File: src/rtl/rsq_pkg.sv
package rsq_pkg;

    localparam int LINE_W  = 9;
    localparam int CYC_W   = 7;
    localparam int MAX_SPR = 8;

    typedef enum logic [1:0] {
        MDL_NTSC_OLD = 2'd0,
        MDL_NTSC     = 2'd1,
        MDL_PAL      = 2'd2,
        MDL_PALN     = 2'd3
    } model_e;

    // Geometry and schedule anchors of one standard
    typedef struct packed {
        logic [LINE_W-1:0] lines;
        logic [CYC_W-1:0]  cpl;
        logic [CYC_W-1:0]  spr_base;
        logic [CYC_W-1:0]  disp_pos;
    } geom_t;

    typedef struct packed {
        logic vbl_check;
        logic vbl_act;
        logic bad_fetch;
        logic mc_step;
        logic mcbase_step;
        logic dma_check;
        logic exp_check;
        logic disp_check;
    } evt_t;

    localparam logic [CYC_W-1:0] POS_VBL_CHECK = CYC_W'(0);
    localparam logic [CYC_W-1:0] POS_VBL_ACT   = CYC_W'(1);
    localparam logic [CYC_W-1:0] POS_BAD_FETCH = CYC_W'(11);
    localparam logic [CYC_W-1:0] POS_MC        = CYC_W'(14);
    localparam logic [CYC_W-1:0] POS_MCBASE    = CYC_W'(15);
    localparam logic [CYC_W-1:0] POS_EXP       = CYC_W'(55);

    function automatic geom_t geom_of(input model_e m);
        geom_t g;
        case (m)
            MDL_NTSC_OLD: g = '{lines: LINE_W'(262), cpl: CYC_W'(64),
                                spr_base: CYC_W'(55), disp_pos: CYC_W'(57)};
            MDL_NTSC:     g = '{lines: LINE_W'(263), cpl: CYC_W'(65),
                                spr_base: CYC_W'(55), disp_pos: CYC_W'(58)};
            MDL_PAL:      g = '{lines: LINE_W'(312), cpl: CYC_W'(63),
                                spr_base: CYC_W'(54), disp_pos: CYC_W'(57)};
            default:      g = '{lines: LINE_W'(312), cpl: CYC_W'(65),
                                spr_base: CYC_W'(55), disp_pos: CYC_W'(58)};
        endcase
        return g;
    endfunction

    // (a + off) modulo m, valid while a + off < 2*m
    function automatic logic [CYC_W-1:0] wrap_add(input logic [CYC_W-1:0] a,
                                                  input logic [CYC_W:0]   off,
                                                  input logic [CYC_W-1:0] m);
        logic [CYC_W+1:0] s;
        s = {2'b00, a} + {1'b0, off};
        if (s >= {2'b00, m})
            s = s - {2'b00, m};
        return s[CYC_W-1:0];
    endfunction

endpackage

File: src/rtl/rsq_timebase.sv
module rsq_timebase
    import rsq_pkg::*;
(
    input  logic                clk,
    input  logic                rst,
    input  model_e              model_in,
    output model_e              model_q,
    output geom_t               geom,
    output logic [LINE_W-1:0]   line,
    output logic [CYC_W-1:0]    cyc
);

    geom_t geom_in;
    logic  last_cyc;
    logic  last_line;

    always_comb begin
        geom_in   = geom_of(model_in);
        geom      = geom_of(model_q);
        last_cyc  = (cyc == geom.cpl - CYC_W'(1));
        last_line = (line == geom.lines - LINE_W'(1));
    end

    always_ff @(posedge clk) begin
        if (rst) begin
            model_q <= model_in;
            cyc     <= '0;
            line    <= geom_in.lines - LINE_W'(1);
        end else if (last_cyc) begin
            cyc  <= '0;
            line <= last_line ? '0 : line + LINE_W'(1);
        end else begin
            cyc <= cyc + CYC_W'(1);
        end
    end

endmodule

File: src/rtl/rsq_sprite_slot.sv
module rsq_sprite_slot
    import rsq_pkg::*;
#(
    parameter int IDX    = 0,
    parameter int STRIDE = 2,
    parameter int LAG    = 5
)(
    input  logic             en,
    input  logic [CYC_W-1:0] cyc,
    input  geom_t            geom,
    output logic             dma_on,
    output logic             dma_off
);

    localparam logic [CYC_W:0] OFF_ON  = (CYC_W+1)'(IDX * STRIDE);
    localparam logic [CYC_W:0] OFF_OFF = (CYC_W+1)'(IDX * STRIDE + LAG);
    localparam logic [CYC_W:0] OFF_ONE = (CYC_W+1)'(1);

    logic [CYC_W-1:0] pos_on;
    logic [CYC_W-1:0] pos_off;
    logic             hit_extra;

    always_comb begin
        pos_on  = wrap_add(geom.spr_base, OFF_ON,  geom.cpl);
        pos_off = wrap_add(geom.spr_base, OFF_OFF, geom.cpl);
    end

    generate
        if (IDX == 0) begin : g_first
            // First slot holds the bus for a second cycle at the start
            assign hit_extra = (cyc == wrap_add(geom.spr_base, OFF_ONE, geom.cpl));
        end else begin : g_other
            assign hit_extra = 1'b0;
        end
    endgenerate

    assign dma_on  = en && ((cyc == pos_on) || hit_extra);
    assign dma_off = en && (cyc == pos_off);

endmodule

File: src/rtl/rsq_event_decode.sv
module rsq_event_decode
    import rsq_pkg::*;
(
    input  logic             en,
    input  logic [CYC_W-1:0] cyc,
    input  geom_t            geom,
    output evt_t             evt
);

    logic [CYC_W-1:0] chk_second;

    always_comb begin
        chk_second      = wrap_add(geom.spr_base, (CYC_W+1)'(1), geom.cpl);
        evt.vbl_check   = en && (cyc == POS_VBL_CHECK);
        evt.vbl_act     = en && (cyc == POS_VBL_ACT);
        evt.bad_fetch   = en && (cyc == POS_BAD_FETCH);
        evt.mc_step     = en && (cyc == POS_MC);
        evt.mcbase_step = en && (cyc == POS_MCBASE);
        evt.dma_check   = en && ((cyc == geom.spr_base) || (cyc == chk_second));
        evt.exp_check   = en && (cyc == POS_EXP);
        evt.disp_check  = en && (cyc == geom.disp_pos);
    end

endmodule

File: src/rtl/raster_seq.sv
module raster_seq
    import rsq_pkg::*;
#(
    parameter int NUM_SPR    = MAX_SPR,
    parameter int SPR_STRIDE = 2,
    parameter int END_LAG    = 5
)(
    input  logic                clk,
    input  logic                rst,
    input  logic [1:0]          model_sel,
    output logic [LINE_W-1:0]   line_no,
    output logic [CYC_W-1:0]    cycle_no,
    output logic [NUM_SPR-1:0]  spr_dma_on,
    output logic [NUM_SPR-1:0]  spr_dma_off,
    output logic                vbl_check,
    output logic                vbl_act,
    output logic                bad_fetch,
    output logic                mc_step,
    output logic                mcbase_step,
    output logic                dma_check,
    output logic                exp_check,
    output logic                disp_check
);

    model_e model_q;
    geom_t  geom;
    evt_t   evt;
    logic   run_en;

    assign run_en = !rst;

    rsq_timebase u_tb (
        .clk      (clk),
        .rst      (rst),
        .model_in (model_e'(model_sel)),
        .model_q  (model_q),
        .geom     (geom),
        .line     (line_no),
        .cyc      (cycle_no)
    );

    generate
        for (genvar s = 0; s < NUM_SPR; s++) begin : g_slot
            rsq_sprite_slot #(
                .IDX    (s),
                .STRIDE (SPR_STRIDE),
                .LAG    (END_LAG)
            ) u_slot (
                .en      (run_en),
                .cyc     (cycle_no),
                .geom    (geom),
                .dma_on  (spr_dma_on[s]),
                .dma_off (spr_dma_off[s])
            );
        end
    endgenerate

    rsq_event_decode u_evt (
        .en   (run_en),
        .cyc  (cycle_no),
        .geom (geom),
        .evt  (evt)
    );

    assign vbl_check   = evt.vbl_check;
    assign vbl_act     = evt.vbl_act;
    assign bad_fetch   = evt.bad_fetch;
    assign mc_step     = evt.mc_step;
    assign mcbase_step = evt.mcbase_step;
    assign dma_check   = evt.dma_check;
    assign exp_check   = evt.exp_check;
    assign disp_check  = evt.disp_check;

endmodule

File: config.mk
export PLATFORM = sky130hd
export DESIGN_NAME = raster_seq
export DESIGN_NICKNAME = d
export VERILOG_FILES = /design/src/rtl/rsq_pkg.sv /design/src/rtl/rsq_timebase.sv /design/src/rtl/rsq_sprite_slot.sv /design/src/rtl/rsq_event_decode.sv /design/src/rtl/raster_seq.sv
export SDC_FILE = /design/constraint.sdc
export NUM_CORES = 1
export LEC_CHECK = 0
export ABC_AREA = 1
export CAP_MARGIN = 10
export CORE_MARGIN = 2
export CORE_UTILIZATION = 39
export DETAILED_ROUTE_END_ITERATION = 16
export GPL_TIMING_DRIVEN = 0
export MAX_ROUTING_LAYER = met4
export PLACE_DENSITY_LB_ADDON = 0.15
export SYNTH_ARGS = -nofsm -noshare
export SYNTH_HDL_FRONTEND = slang
export SYNTH_HIERARCHICAL = 1
export SYNTH_SLANG_ARGS = --single-unit
File: constraint.sdc
create_clock -name clk -period 15 [get_ports clk]
set_input_delay 4.5 -clock clk [delete_from_list [all_inputs] [get_ports clk]]
set_output_delay 4.5 -clock clk [all_outputs]
set_load 0.02 [all_outputs]
==> results of run 1 <==
-- final cells by class --
cell class / count / area (um^2)
fill: 4039 / 20700
multi-input combinational: 2097 / 11900
inverter: 481 / 1810
timing repair buffer: 54 / 681
tap: 468 / 586
sequential: 18 / 479
buffer: 44 / 383
clock buffer: 4 / 88.8
-- final timing paths --
kind	to	slack, ns	from
worst max-delay path	mc_step	3.48	rst
worst max register to register	u_tb/line[5]	11.75	u_tb/model_q[0]
worst min register to register	u_tb/cyc[0]	0.63	u_tb/cyc[0]
worst min-delay path	u_tb/cyc[0]	0.63	u_tb/cyc[0]
-- metal layers --
metal  share of wire  GRT usage
met2            0.46      0.405
met3           0.040     0.0116
met5               0          -
met1            0.47      0.325
met4           0.027     0.0582
-- metrics by stage --
stage | setup TNS [ns] | total power, W | hold slack (ns) | cell area [um^2] | setup WS, ns
after floorplan | 0 | 0.000855 | 0.776 | 14600 | 4.68
after global placement | -0.00334 | 0.00102 | 0.705 | 15600 | -0.00334
after detailed placement | 0 | 0.00104 | 0.619 | 15900 | 3.51
after CTS | 0 | 0.00110 | 0.634 | 16000 | 3.50
after global routing | 0 | 0.00127 | 0.677 | 16000 | 3.38
final | 0 | 0.00113 | 0.628 | 16000 | 3.48
-- critical path, cell delays in order --
cell	delay (ns)
clkdlybuf4s50_1	0.61
inv_1	0.50
buf_16	0.24
nand2_1	0.09
nor4_1	0.39
clkdlybuf4s50_1	0.68
-- where the power goes --
part | switching (W) | leakage (nW) | internal [W]
combinational | 0.000626 | 8.85 | 0.000374
clock | 0.0000200 | 0.0442 | 0.0000407
sequential | 0.00000982 | 0.169 | 0.0000583
total | 0.000656 | 9.06 | 0.000473
-- registers in the layout, summed over array words and instances, names as in the netlist --
name,flops
u_tb/cyc,7
u_tb/line,9
u_tb/model_q,2
-- layout by cell type (no fill, tap or decap), types with 43 or more instances in the layout --
cell and n:
xor2_1 74, nor2_1 174, nand2_2 72, ha_1 155, clkdlybuf4s50_1 43, nand3_1 397
nand2_1 868, a21oi_1 52, xnor2_1 50, inv_1 462
==> impl_metrics.tcl, run 1 <==
set metrics [dict create \
    grt_pass1_wl_um 75400 \
    clk_transition_reported_paths_ns 0.06 \
    slew_headroom 0.354 \
    final_max_slew_viol_count 0 \
    final.min_clock_period_ns 11.52 \
    clock_tree.buffer_depth 2 \
    dr.first_iter.drc_count 926 \
    groute.usage.overall 0.243 \
    clock-sinks 18 \
    die_y_um 197 \
    initial_utilization 0.397 \
    overflow 0 \
    netlist_area_um2 14600 \
    clk_latency_ns 0.25 \
    grt_max_degree 47 \
    nNetsFinal 2875 \
    die-area_um2 38900 \
    num_vias 16000 \
    fmaxAchievable_ghz 0.0868 \
    cts_buffers 3 \
    port_buffers 43 \
    hpwl_um 35300 \
    critPathLaunchType "input pin" \
    totalWireLength_um 46100 \
    rows 70 \
    gp_congestion 0.908 \
    hold_path_class "register to register" \
    required_ns 10.50 \
    period_share 0.768 \
    skew_ns 0.00151 \
    dp.cells 3162 \
    setup_viol 0 \
    fin_cells 3166 \
    io_pins 44 \
    die_x_um 197 \
    areaGrowthSynthToFinish_pct 9.68 \
    antenna_found_initial 0 \
    tightest_slew_ns 0.967 \
    total_leakage_power_nw 9.06 \
    htreeDepth 1 \
    worstPathMaxFanout 15 \
    end_kind "primary output" \
    maxCapViolCount 0 \
    reg2reg_depth 7 \
    whs_path_depth 1 \
    core_area_um2 36700 \
    drive_gt1_frac 0.0971 \
    cts_hold_buf 0 \
    ys_warn_count 6 \
    hold_viol_final 0 \
    fin_util 0.435 \
    syn_inst 2630 \
    first_pass_iters 6 \
    route.detailed.drc 0 \
    status "finished clean" \
    wl_per_cell_um 14.6 \
    vias_per_cell 5.06 \
    path_class "input pin to primary output" \
    post_synth.cell_area_avg_um2 5.53 \
    vdd_drop_max_mv 0.0373 \
    ant_nets 0 \
    cts_resized 0 \
    cts-root-buf "clkbuf_16" \
    rsz0062_at_grt "no" \
    cp.arrival_ns 7.02 \
    power.density_nw_per_um2 70.7 \
    grt_pass1_vias 15000 \
    post_cts_buffers 0 \
    cts_tree "yes" \
    antenna_cells 0 \
]
No activity file was read; power rests on OpenSTA's default activity.
==> run 2, diff against run 1 <==
==> constraint.sdc (replaced) <==
create_clock -name clk -period 10.2 [get_ports clk]
set_input_delay 3.06 -clock clk [delete_from_list [all_inputs] [get_ports clk]]
set_output_delay 3.06 -clock clk [all_outputs]
set_load 0.02 [all_outputs]
==> results of run 2 <==
Same layout as run 1 (identical final DEF). Status: finished clean.
Main changes from that run: setup slack after placement 3.51 ns -> 1.59 ns; setup slack after layout 3.48 ns -> 1.56 ns; register-to-register setup slack 11.75 ns -> 6.95 ns; total power 0.00113 W -> 0.00166 W; worst IR drop on VDD 0.0373 mV -> 0.0549 mV
==> run 3, diff against run 2 <==
==> constraint.sdc (replaced) <==
create_clock -name clk -period 8.5 [get_ports clk]
set_input_delay 2.55 -clock clk [delete_from_list [all_inputs] [get_ports clk]]
set_output_delay 2.55 -clock clk [all_outputs]
set_load 0.02 [all_outputs]
==> results of run 3 <==
Same layout as run 1 (identical final DEF). Status: finished clean.
Main changes from that run: setup slack after placement 3.51 ns -> 0.905 ns; setup slack after layout 3.48 ns -> 0.735 ns; start point of the critical path rst -> u_tb/model_q[0]; end point of the critical path mc_step -> spr_dma_off[6]; register-to-register setup slack 11.75 ns -> 5.25 ns; total power 0.00113 W -> 0.00199 W; worst IR drop on VDD 0.0373 mV -> 0.0659 mV
